$ cat config.mk
export PLATFORM = sky130hd
export DESIGN_NAME = lbist_ctrl
export DESIGN_NICKNAME = d
export VERILOG_FILES = /design/src/rtl/bist_pkg.sv /design/src/rtl/lbist_seq.sv /design/src/rtl/lbist_dp.sv /design/src/rtl/lbist_ctrl.sv
export SDC_FILE = /design/constraint.sdc
export NUM_CORES = 1
export LEC_CHECK = 0
export BUFFER_PORTS_ARGS = -buffer_cell sky130_fd_sc_hd__buf_4
export CAP_MARGIN = 15
export CORE_ASPECT_RATIO = 1.1
export CORE_MARGIN = 5
export CORE_UTILIZATION = 55
export CTS_CLUSTER_DIAMETER = 60
export DETAILED_ROUTE_END_ITERATION = 12
export GPL_TIMING_DRIVEN = 0
export PLACE_DENSITY = 0.89
export SETUP_SLACK_MARGIN = 0.05
export SLEW_MARGIN = 5
export SYNTH_ARGS = -nofsm -noshare
export SYNTH_HDL_FRONTEND = slang
export SYNTH_HIERARCHICAL = 1
export SYNTH_SLANG_ARGS = --single-unit
$ cat constraint.sdc
create_clock -name clk -period 3.2 [get_ports clk]
set_input_delay 0.48 -clock clk [delete_from_list [all_inputs] [get_ports clk]]
set_output_delay 0.48 -clock clk [all_outputs]
set_load 0.01 [all_outputs]
$ cat src/rtl/bist_pkg.sv
package bist_pkg;

  typedef enum logic [2:0] {
    S_IDLE,
    S_FILL,
    S_CAPT,
    S_UNLD,
    S_DONE
  } bistState_t;

  typedef struct packed {
    logic loadSeed;
    logic clearSig;
    logic latchCfg;
    logic stepGen;
    logic foldSig;
  } bistStrobe_t;

  // Feedback masks for maximal-length shift-left registers.
  function automatic logic [31:0] tapMask(int width);
    case (width)
      3:       return 32'h0006;
      4:       return 32'h000C;
      5:       return 32'h0014;
      6:       return 32'h0030;
      7:       return 32'h0060;
      8:       return 32'h00B8;
      9:       return 32'h0110;
      10:      return 32'h0240;
      11:      return 32'h0500;
      12:      return 32'h0E08;
      13:      return 32'h1C80;
      14:      return 32'h3802;
      15:      return 32'h6000;
      16:      return 32'hD008;
      default: return 32'h0000;
    endcase
  endfunction

endpackage

$ cat src/rtl/lbist_seq.sv
module lbist_seq
  import bist_pkg::*;
#(
  parameter int LEN_W = 8,
  parameter int PAT_W = 16
) (
  input  logic             clk,
  input  logic             rstN,
  input  logic             start,
  input  logic [PAT_W-1:0] patCount,
  input  logic [LEN_W-1:0] chainLen,
  output bistStrobe_t      strobe,
  output logic             scanEn,
  output logic             captureEn,
  output logic             done
);

  bistState_t       state;
  logic [LEN_W-1:0] shiftCnt;
  logic [LEN_W-1:0] lenReg;
  logic [PAT_W-1:0] patsLeft;
  logic [LEN_W:0]   nextCnt;
  logic             lastShift;
  logic             canStart;

  assign canStart  = (state == S_IDLE) || (state == S_DONE);
  assign nextCnt   = {1'b0, shiftCnt} + 1'b1;
  assign lastShift = nextCnt >= {1'b0, lenReg};

  assign scanEn    = (state == S_FILL) || (state == S_UNLD);
  assign captureEn = (state == S_CAPT);
  assign done      = (state == S_DONE);

  always_comb begin
    strobe = '0;
    if (canStart && start) begin
      strobe.loadSeed = 1'b1;
      strobe.clearSig = 1'b1;
      strobe.latchCfg = 1'b1;
    end
    if (scanEn) strobe.stepGen = 1'b1;
    if (state == S_UNLD) strobe.foldSig = 1'b1;
  end

  always_ff @(posedge clk or negedge rstN) begin
    if (!rstN) begin
      state    <= S_IDLE;
      shiftCnt <= '0;
      lenReg   <= '0;
      patsLeft <= '0;
    end else begin
      case (state)
        S_IDLE, S_DONE: begin
          if (start) begin
            lenReg   <= chainLen;
            patsLeft <= patCount;
            shiftCnt <= '0;
            state    <= (patCount == '0) ? S_DONE : S_FILL;
          end
        end
        S_FILL: begin
          if (lastShift) begin
            shiftCnt <= '0;
            state    <= S_CAPT;
          end else begin
            shiftCnt <= nextCnt[LEN_W-1:0];
          end
        end
        S_CAPT: begin
          patsLeft <= patsLeft - 1'b1;
          state    <= S_UNLD;
        end
        S_UNLD: begin
          if (lastShift) begin
            shiftCnt <= '0;
            state    <= (patsLeft == '0) ? S_DONE : S_CAPT;
          end else begin
            shiftCnt <= nextCnt[LEN_W-1:0];
          end
        end
        default: state <= S_IDLE;
      endcase
    end
  end

endmodule

$ cat src/rtl/lbist_dp.sv
module lbist_dp
  import bist_pkg::*;
#(
  parameter int                CHAINS = 8,
  parameter logic [CHAINS-1:0] SEED   = 1
) (
  input  logic              clk,
  input  logic              rstN,
  input  bistStrobe_t       strobe,
  input  logic [CHAINS-1:0] expectSig,
  input  logic [CHAINS-1:0] scanOut,
  output logic [CHAINS-1:0] scanIn,
  output logic [CHAINS-1:0] signature,
  output logic              sigMatch
);

  localparam logic [CHAINS-1:0] TAPS     = CHAINS'(tapMask(CHAINS));
  localparam logic [CHAINS-1:0] SEED_USE = (SEED == '0) ? CHAINS'(1) : SEED;

  logic [CHAINS-1:0] genReg;
  logic [CHAINS-1:0] sigReg;
  logic [CHAINS-1:0] expReg;
  logic              genFb;
  logic              sigFb;

  assign genFb = ^(genReg & TAPS);
  assign sigFb = ^(sigReg & TAPS);

  always_ff @(posedge clk or negedge rstN) begin
    if (!rstN) begin
      genReg <= SEED_USE;
    end else if (strobe.loadSeed) begin
      genReg <= SEED_USE;
    end else if (strobe.stepGen) begin
      genReg <= {genReg[CHAINS-2:0], genFb};
    end
  end

  always_ff @(posedge clk or negedge rstN) begin
    if (!rstN) begin
      sigReg <= '0;
    end else if (strobe.clearSig) begin
      sigReg <= '0;
    end else if (strobe.foldSig) begin
      sigReg <= {sigReg[CHAINS-2:0], sigFb} ^ scanOut;
    end
  end

  always_ff @(posedge clk or negedge rstN) begin
    if (!rstN) begin
      expReg <= '0;
    end else if (strobe.latchCfg) begin
      expReg <= expectSig;
    end
  end

  assign scanIn    = genReg;
  assign signature = sigReg;
  assign sigMatch  = (sigReg == expReg);

endmodule

$ cat src/rtl/lbist_ctrl.sv
module lbist_ctrl
  import bist_pkg::*;
#(
  parameter int                CHAINS = 8,
  parameter int                LEN_W  = 8,
  parameter int                PAT_W  = 16,
  parameter logic [CHAINS-1:0] SEED   = 1
) (
  input  logic              clk,
  input  logic              rstN,
  input  logic              start,
  input  logic [PAT_W-1:0]  patCount,
  input  logic [LEN_W-1:0]  chainLen,
  input  logic [CHAINS-1:0] expectSig,
  input  logic [CHAINS-1:0] scanOut,
  output logic              scanEn,
  output logic              captureEn,
  output logic [CHAINS-1:0] scanIn,
  output logic [CHAINS-1:0] signature,
  output logic              done,
  output logic              pass
);

  bistStrobe_t strobe;
  logic        sigMatch;

  lbist_seq #(
    .LEN_W (LEN_W),
    .PAT_W (PAT_W)
  ) u_seq (
    .clk       (clk),
    .rstN      (rstN),
    .start     (start),
    .patCount  (patCount),
    .chainLen  (chainLen),
    .strobe    (strobe),
    .scanEn    (scanEn),
    .captureEn (captureEn),
    .done      (done)
  );

  lbist_dp #(
    .CHAINS (CHAINS),
    .SEED   (SEED)
  ) u_dp (
    .clk       (clk),
    .rstN      (rstN),
    .strobe    (strobe),
    .expectSig (expectSig),
    .scanOut   (scanOut),
    .scanIn    (scanIn),
    .signature (signature),
    .sigMatch  (sigMatch)
  );

  assign pass = done && sigMatch;

endmodule

# Yosys cells after proc, flatten, opt, wreduce, memory -nomap -nowiden
# Index checks and enable logic that the tools add are counted.
dict set report op_classes {
  addsub 2
  order_cmp 1
  n_eq_ne 8
  muxes 18
  bitwise 1
  n_reduce_logical 19
}
# cell n
set ops {}
lappend ops {{$mux 8} 6}
lappend ops {{$logic_not 16->1} 2}
lappend ops {{$pmux 16 s2} 1}
lappend ops {{$mux 3} 6}
lappend ops {{$mux 16} 1}
lappend ops {{$pmux 8 s2} 1}
lappend ops {{$reduce_xor 8->1} 2}
lappend ops {{$sub 16x1->16 const B} 1}
lappend ops {{$pmux 3 s4} 1}
lappend ops {{$add 8x1->9 const B} 1}
lappend ops {{$ge 9x8->1} 1}
lappend ops {{$eq 8x8->1} 1}
lappend ops {{$reduce_bool 2->1} 4}
lappend ops {{$xor 8x8->8} 1}
lappend ops {{$eq 3x2->1 const B} 2}
lappend ops {{$reduce_and 2->1} 3}
lappend ops {{$ne 2x1->1 const B} 2}
lappend ops {{$reduce_or 2->1} 2}
lappend ops {{$eq 3x1->1 const B} 1}
lappend ops {{$eq 3x3->1 const B} 1}
lappend ops {{$logic_not 3->1} 1}
lappend ops {{$reduce_and 3->1} 1}
lappend ops {{$logic_and 1x1->1} 2}
lappend ops {{$logic_or 1x1->1} 2}
lappend ops {{other kinds (2)} 3}
dict set report totals {
  register_bits 59
  input_bits 43
  out_inout_bits 20
  word_cells 56
}

# Logic depth before layout (Yosys ltp)
dict set report depth {
  ltp_word 5
  mapped_depth 10
  ltp_nobuf 10
}

# Hierarchy
# Netlist, hierarchy kept.
# mod n_inst cells_each area_per_inst_um2 seq_area_each_um2
set by_module_without_submodules {}
lappend by_module_without_submodules {lbist_seq 1 226 2062.0 875.8}
lappend by_module_without_submodules {lbist_dp 1 95 1148.6 601.8}
lappend by_module_without_submodules {lbist_ctrl 1 1 6.3 0.0}

# Worst setup path before layout
# Ideal clock, no wire load.
dict set report synth_timing {
  path_kind {flip-flop to flip-flop}
  startpoint {reg u_seq.shiftCnt[2]}
  endpoint {reg u_seq.state[2]}
  setup_ns 0.120
  arrival_ns 2.502
  required_ns 3.080
  slack_ns 0.578
  path_stages_with_launch 11
  path_buffers 0
  period_less_slack_ns 2.622
  cell_sequence {dfrtp_1 and3_1 nand3_1 and2_1 or2_2 ha_1 a21o_1 a211o_1 a211oi_4 nand2_1 a31o_1}
}
dict set report synth_between {
  elab_chain_cells 4
  elab_cells_between_ends 5
  classes_between {add/sub (1); order compare (1); eq/ne (2); reduce/logical (1)}
}
# item line_no
set synth_rtl {}
lappend synth_rtl {{from (decl)} lbist_seq.sv:19} ;# logic [LEN_W-1:0] shiftCnt;
lappend synth_rtl {{from (signal assigned)} lbist_seq.sv:66} ;# shiftCnt <= nextCnt[LEN_W-1:0];
lappend synth_rtl {{from (signal assigned)} lbist_seq.sv:78} ;# shiftCnt <= nextCnt[LEN_W-1:0];
lappend synth_rtl {{$add 8x1->9 *} lbist_seq.sv:27} ;# assign nextCnt = {1'b0, shiftCnt} + 1'b1;
lappend synth_rtl {{$ge 9x8->1 *} lbist_seq.sv:28} ;# assign lastShift = nextCnt >= {1'b0, lenReg};
lappend synth_rtl {{$ne 2x1->1 (no source line)} n/a}
lappend synth_rtl {{$reduce_and 3->1 (no source line) *} n/a}
lappend synth_rtl {{to (signal assigned)} lbist_seq.sv:58} ;# state <= (patCount == '0) ? S_DONE : S_FILL;
lappend synth_rtl {{to (signal assigned)} lbist_seq.sv:76} ;# state <= (patsLeft == '0) ? S_DONE : S_CAPT;
lappend synth_rtl {{to (decl)} lbist_seq.sv:18} ;# bistState_t state;
# Mark *: on every way between the ends. The rest lies on a longest branch, timed or not.
# A chain may end at the register's enable or synchronous reset.

# Worst setup path after layout
# Ends and elaborated chain as after synthesis.

==> summary.log <==
INFO  finish         area_growth_from_synthesis_to_layout=23.6%
INFO  floorplan      core-area=5730um2
INFO  floorplan      die_width=82.9um
INFO  yosys          ys_warn_count=6
INFO  critical_path  crit_type=reg -> reg
INFO  outcome        status=completed
INFO  detailed_routing dr.first_iter.drc_count=146
INFO  floorplan      num_rows=29
INFO  sta            relSlewSlack=51.6%
INFO  sta            final_critical_path_required_period=2.92ns
INFO  global_route   grt_pass1_vias=2,677
INFO  place          replace_congestion=0.880
INFO  sta            setup-tns-final=0ns
INFO  power          vdd.ir_drop.worst=0.223mV
INFO  detailed_routing via_per_inst=5.73
INFO  critical_path  crit_path_end_kind=flip-flop
INFO  detailed_routing route.detailed.wl_per_inst=15.9um
INFO  yosys          syn_area=3220um2
INFO  yosys          yosys_register_bits=59
INFO  power          power.sequential.fraction=50.2%
INFO  sta            layout_worst_path_cycle_share=91.3%
INFO  detailed_routing drc=0
INFO  clock_network  cts_made_buffers=9
INFO  yosys          synthesized_area_per_cell=9.99um2
INFO  power          power.share.clock=45.4%
INFO  sta            grt_setup_unrepaired=false
INFO  min_path       holdCritPathClass=in -> async
INFO  global_route   global_route.overflow_total=0
INFO  finish         postLayoutCoreUtil=69.4%
INFO  detailed_routing route.antenna.remaining_nets=0
INFO  finish         num-nets-final=448
INFO  global_route   met3_usage=4.30%
INFO  floorplan      floorplan.die_area=7480um2
INFO  finish         num_antenna_cells=0
INFO  sta            maxSlewViolCount=0
INFO  place          dp.final_hpwl=5.65mm
INFO  power          cell_leakage_power=1.98nW
INFO  clock_network  holdBufCountCts=0
INFO  clock_network  postCtsResizedCells=0
INFO  yosys          synth_flop_cell=sky130_fd_sc_hd__dfrtp_1
INFO  yosys          synth_cells=322
INFO  detailed_routing firstDrtPassIters=5
INFO  global_route   use_met2=34.7%
INFO  critical_path  worst-endpoint-required=3.42ns
INFO  global_route   global_route.usage.met1=26.4%
INFO  yosys          yosysSeqAreaShare=45.9%
INFO  power          power.switching_fraction=20.3%
INFO  global_route   groute.usage.overall=21.0%
INFO  clock_network  clk_root_buffer_cell=sky130_fd_sc_hd__clkbuf_8
INFO  critical_path  arrival=3.14ns
INFO  clock_network  clock_tree_from_tritoncts=built
INFO  floorplan      pin_count=63
INFO  global_route   grt.busiest_layer=met2
INFO  global_route   grt_antenna_before_repair=0
INFO  power          power_switching=302uW
INFO  sta            finalClockSkew=0.00588ns
INFO  yosys          synth-edff-count=0
INFO  clock_network  ctsLongestPathBuffers=2
INFO  clock_network  clk-insertion-delay-late=0.33ns
INFO  place          buffer_ports.inserted=62
INFO  critical_path  worst_setup_path_start_kind=flip-flop
INFO  finish         drive_above_1_share=25.5%
INFO  global_route   grt_pass1_wl=12.8mm
INFO  clock_network  clock_tree.htree_level_count=3
INFO  sta            timing_worst_slew_pin_value=0.726ns
INFO  detailed_routing drt_wl_total=7.56mm
INFO  floorplan      dieHeight=90.2um
INFO  clock_network  path_clk_slew=0.06ns
INFO  sta            clock.fmax=342MHz
INFO  clock_network  post-cts-setup-buffer-count=0
INFO  power          power.density_cell_area=374nW/um2
INFO  power          comb_power_share=4.4%
INFO  yosys          netlist-cell-type-count=54
INFO  flow_run       max_cap_viol_count=0
INFO  sta            finalSetupViolCount=0
INFO  critical_path  crit_fanout=7
INFO  yosys          syn-num-nets=375
INFO  sta            final-hold-violation-count=0
INFO  yosys          synthArstFlopShare=100%
INFO  clock_network  clock_sink_count=59
INFO  power          power_report.internal_total=1.18mW
INFO  global_route   largest_net_degree_at_the_start_of_global_routing=60
INFO  floorplan      floorplan.initialDensity=56.1%
INFO  detailed_routing route.vias.total=2,735
==> state kept, by name (all words and copies together), names as in the netlist <==
signal,count
u_seq/state,3
u_seq/shiftCnt,8
u_seq/lenReg,8
u_seq/patsLeft,16
u_dp/scanIn,8
u_dp/signature,8
u_dp/expReg,8
==> per-stage QoR <==
step | cells | setup slack (ns) | power, mW | area, um2 | hold WS, ns
floorplan | 322 | 0.578 | 0.766 | 3220 | 0.184
global placement | 461 | 0.374 | 0.825 | 3780 | 0.464
detailed placement | 461 | 0.307 | 0.825 | 3780 | 0.480
CTS | 477 | 0.295 | 1.50 | 3980 | 0.233
global route | 477 | 0.0819 | 1.54 | 3980 | 0.281
finish | 477 | 0.278 | 1.49 | 3980 | 0.205
==> cell usage in the layout, fill, tap and decap left out, types with 8 or more instances in the layout <==
cell / Yosys / layout
sky130_fd_sc_hd__clkbuf_8: 0 / 11
sky130_fd_sc_hd__a211oi_1: 9 / 9
sky130_fd_sc_hd__buf_4: 3 / 65
sky130_fd_sc_hd__ha_1: 10 / 10
sky130_fd_sc_hd__inv_1: 13 / 13
sky130_fd_sc_hd__nand2_1: 33 / 33
sky130_fd_sc_hd__nor2_1: 33 / 33
sky130_fd_sc_hd__dfrtp_1: 58 / 58
sky130_fd_sc_hd__nand3_1: 10 / 10
sky130_fd_sc_hd__xnor2_1: 21 / 21
sky130_fd_sc_hd__o21ai_0: 15 / 15
sky130_fd_sc_hd__mux2i_1: 9 / 9
sky130_fd_sc_hd__mux2_2: 8 / 8
==> power by group through the flow <==
| stage | registers, mW | logic, mW | clock network [mW] |
|---|---|---|---|
| after floorplan | 0.760 | 0.00585 | 0 |
| after global placement | 0.760 | 0.0655 | 0 |
| after detailed placement | 0.760 | 0.0658 | 0 |
| after CTS | 0.746 | 0.0660 | 0.689 |
| after global routing | 0.745 | 0.0721 | 0.726 |
| final | 0.746 | 0.0648 | 0.675 |
==> layout make-up <==
cell class,instances,area (um2)
fill,459,1760
buffer,12,62.6
clock inverter,2,35.0
timing repair buffer,62,465
tap,77,96.3
sequential,59,1480
multi-input combinational,237,1620
clock buffer,14,163
inverter,14,52.6
==> routing by layer <==
| metal | share of wire, % | vias up | routed length, um |
|---|---|---|---|
| met2 | 50 | 103 | 3790 |
| met4 | 2.6 | 0 | 199 |
| li1 | - | 1303 | - |
| met3 | 5.8 | 19 | 442 |
| met1 | 41 | 1310 | 3130 |
| met5 | 0 | - | 0 |
==> cell families after synthesis <==
group           count (synthesis)  share of synthesized area [%]
flops                          59                           45.9
mux                            17                           5.60
fa+ha+maj                      10                           3.89
buf+inv                        26                           3.58
compound gates                 63                           14.4
simple gates                  121                           19.1
xor+xnor                       26                           7.51
==> synth_stat cells, drive strengths merged (2+ instances only) <==
| master | number | share of area [%] |
|---|---|---|
| a21oi | 7 | 1.1 |
| nand3 | 10 | 1.6 |
| or3 | 2 | 0.39 |
| clkbuf | 3 | 0.35 |
| nor4 | 6 | 1.6 |
| nor2b | 4 | 0.78 |
| a211oi | 10 | 2.7 |
| xnor2 | 21 | 5.7 |
| dfrtp | 58 | 45 |
| a22o | 4 | 1.1 |
| a21o | 2 | 0.47 |
| o21ai | 15 | 2.3 |
| nor3 | 7 | 1.1 |
| o211ai | 3 | 0.70 |
| a22oi | 2 | 0.47 |
| a221o | 3 | 0.93 |
| a211o | 3 | 0.82 |
| nor4b | 2 | 1.0 |
| xor2 | 4 | 1.1 |
| nand2b | 3 | 0.58 |
| nor2 | 33 | 3.9 |
| mux2i | 9 | 2.8 |
| inv | 14 | 1.6 |
| and3 | 5 | 0.97 |
| o311ai | 2 | 0.54 |
| buf | 9 | 1.6 |
| o211a | 2 | 0.62 |
| and2 | 6 | 1.3 |
| o221ai | 2 | 0.74 |
| nand4 | 5 | 0.97 |
| a31oi | 3 | 0.58 |
| ha | 10 | 3.9 |
| mux2 | 8 | 2.8 |
| nand2 | 35 | 4.2 |
==> worst max-delay path, stage by stage, from the launching register on <==
cell	delay, ns
sky130_fd_sc_hd__dfrtp_1	0.43
sky130_fd_sc_hd__and3_1	0.29
sky130_fd_sc_hd__nand3_1	0.14
sky130_fd_sc_hd__and2_1	0.20
sky130_fd_sc_hd__or2_2	0.30
sky130_fd_sc_hd__ha_1	0.19
sky130_fd_sc_hd__a21o_1	0.17
sky130_fd_sc_hd__a211o_1	0.32
sky130_fd_sc_hd__a211oi_4	0.36
sky130_fd_sc_hd__nand2_1	0.18
sky130_fd_sc_hd__a31o_1	0.23
==> worst paths after layout <==
check | from | endpoint | slack [ns] | cells past startpoint
min reg2reg | u_seq/lenReg[0] | u_seq/lenReg[0] | 0.49 | 2
max | u_seq/shiftCnt[2] | u_seq/state[2] | 0.28 | 10
max in group asynchronous | rstN | u_seq/patsLeft[13] | 2.51 | 1
max reg2reg | u_seq/shiftCnt[2] | u_seq/state[2] | 0.28 | 10
min in group clk | chainLen[6] | u_seq/lenReg[6] | 0.36 | 3
min | rstN | u_dp/scanIn[1] | 0.21 | 1
Note: power is estimated with default switching activity, not from simulation.
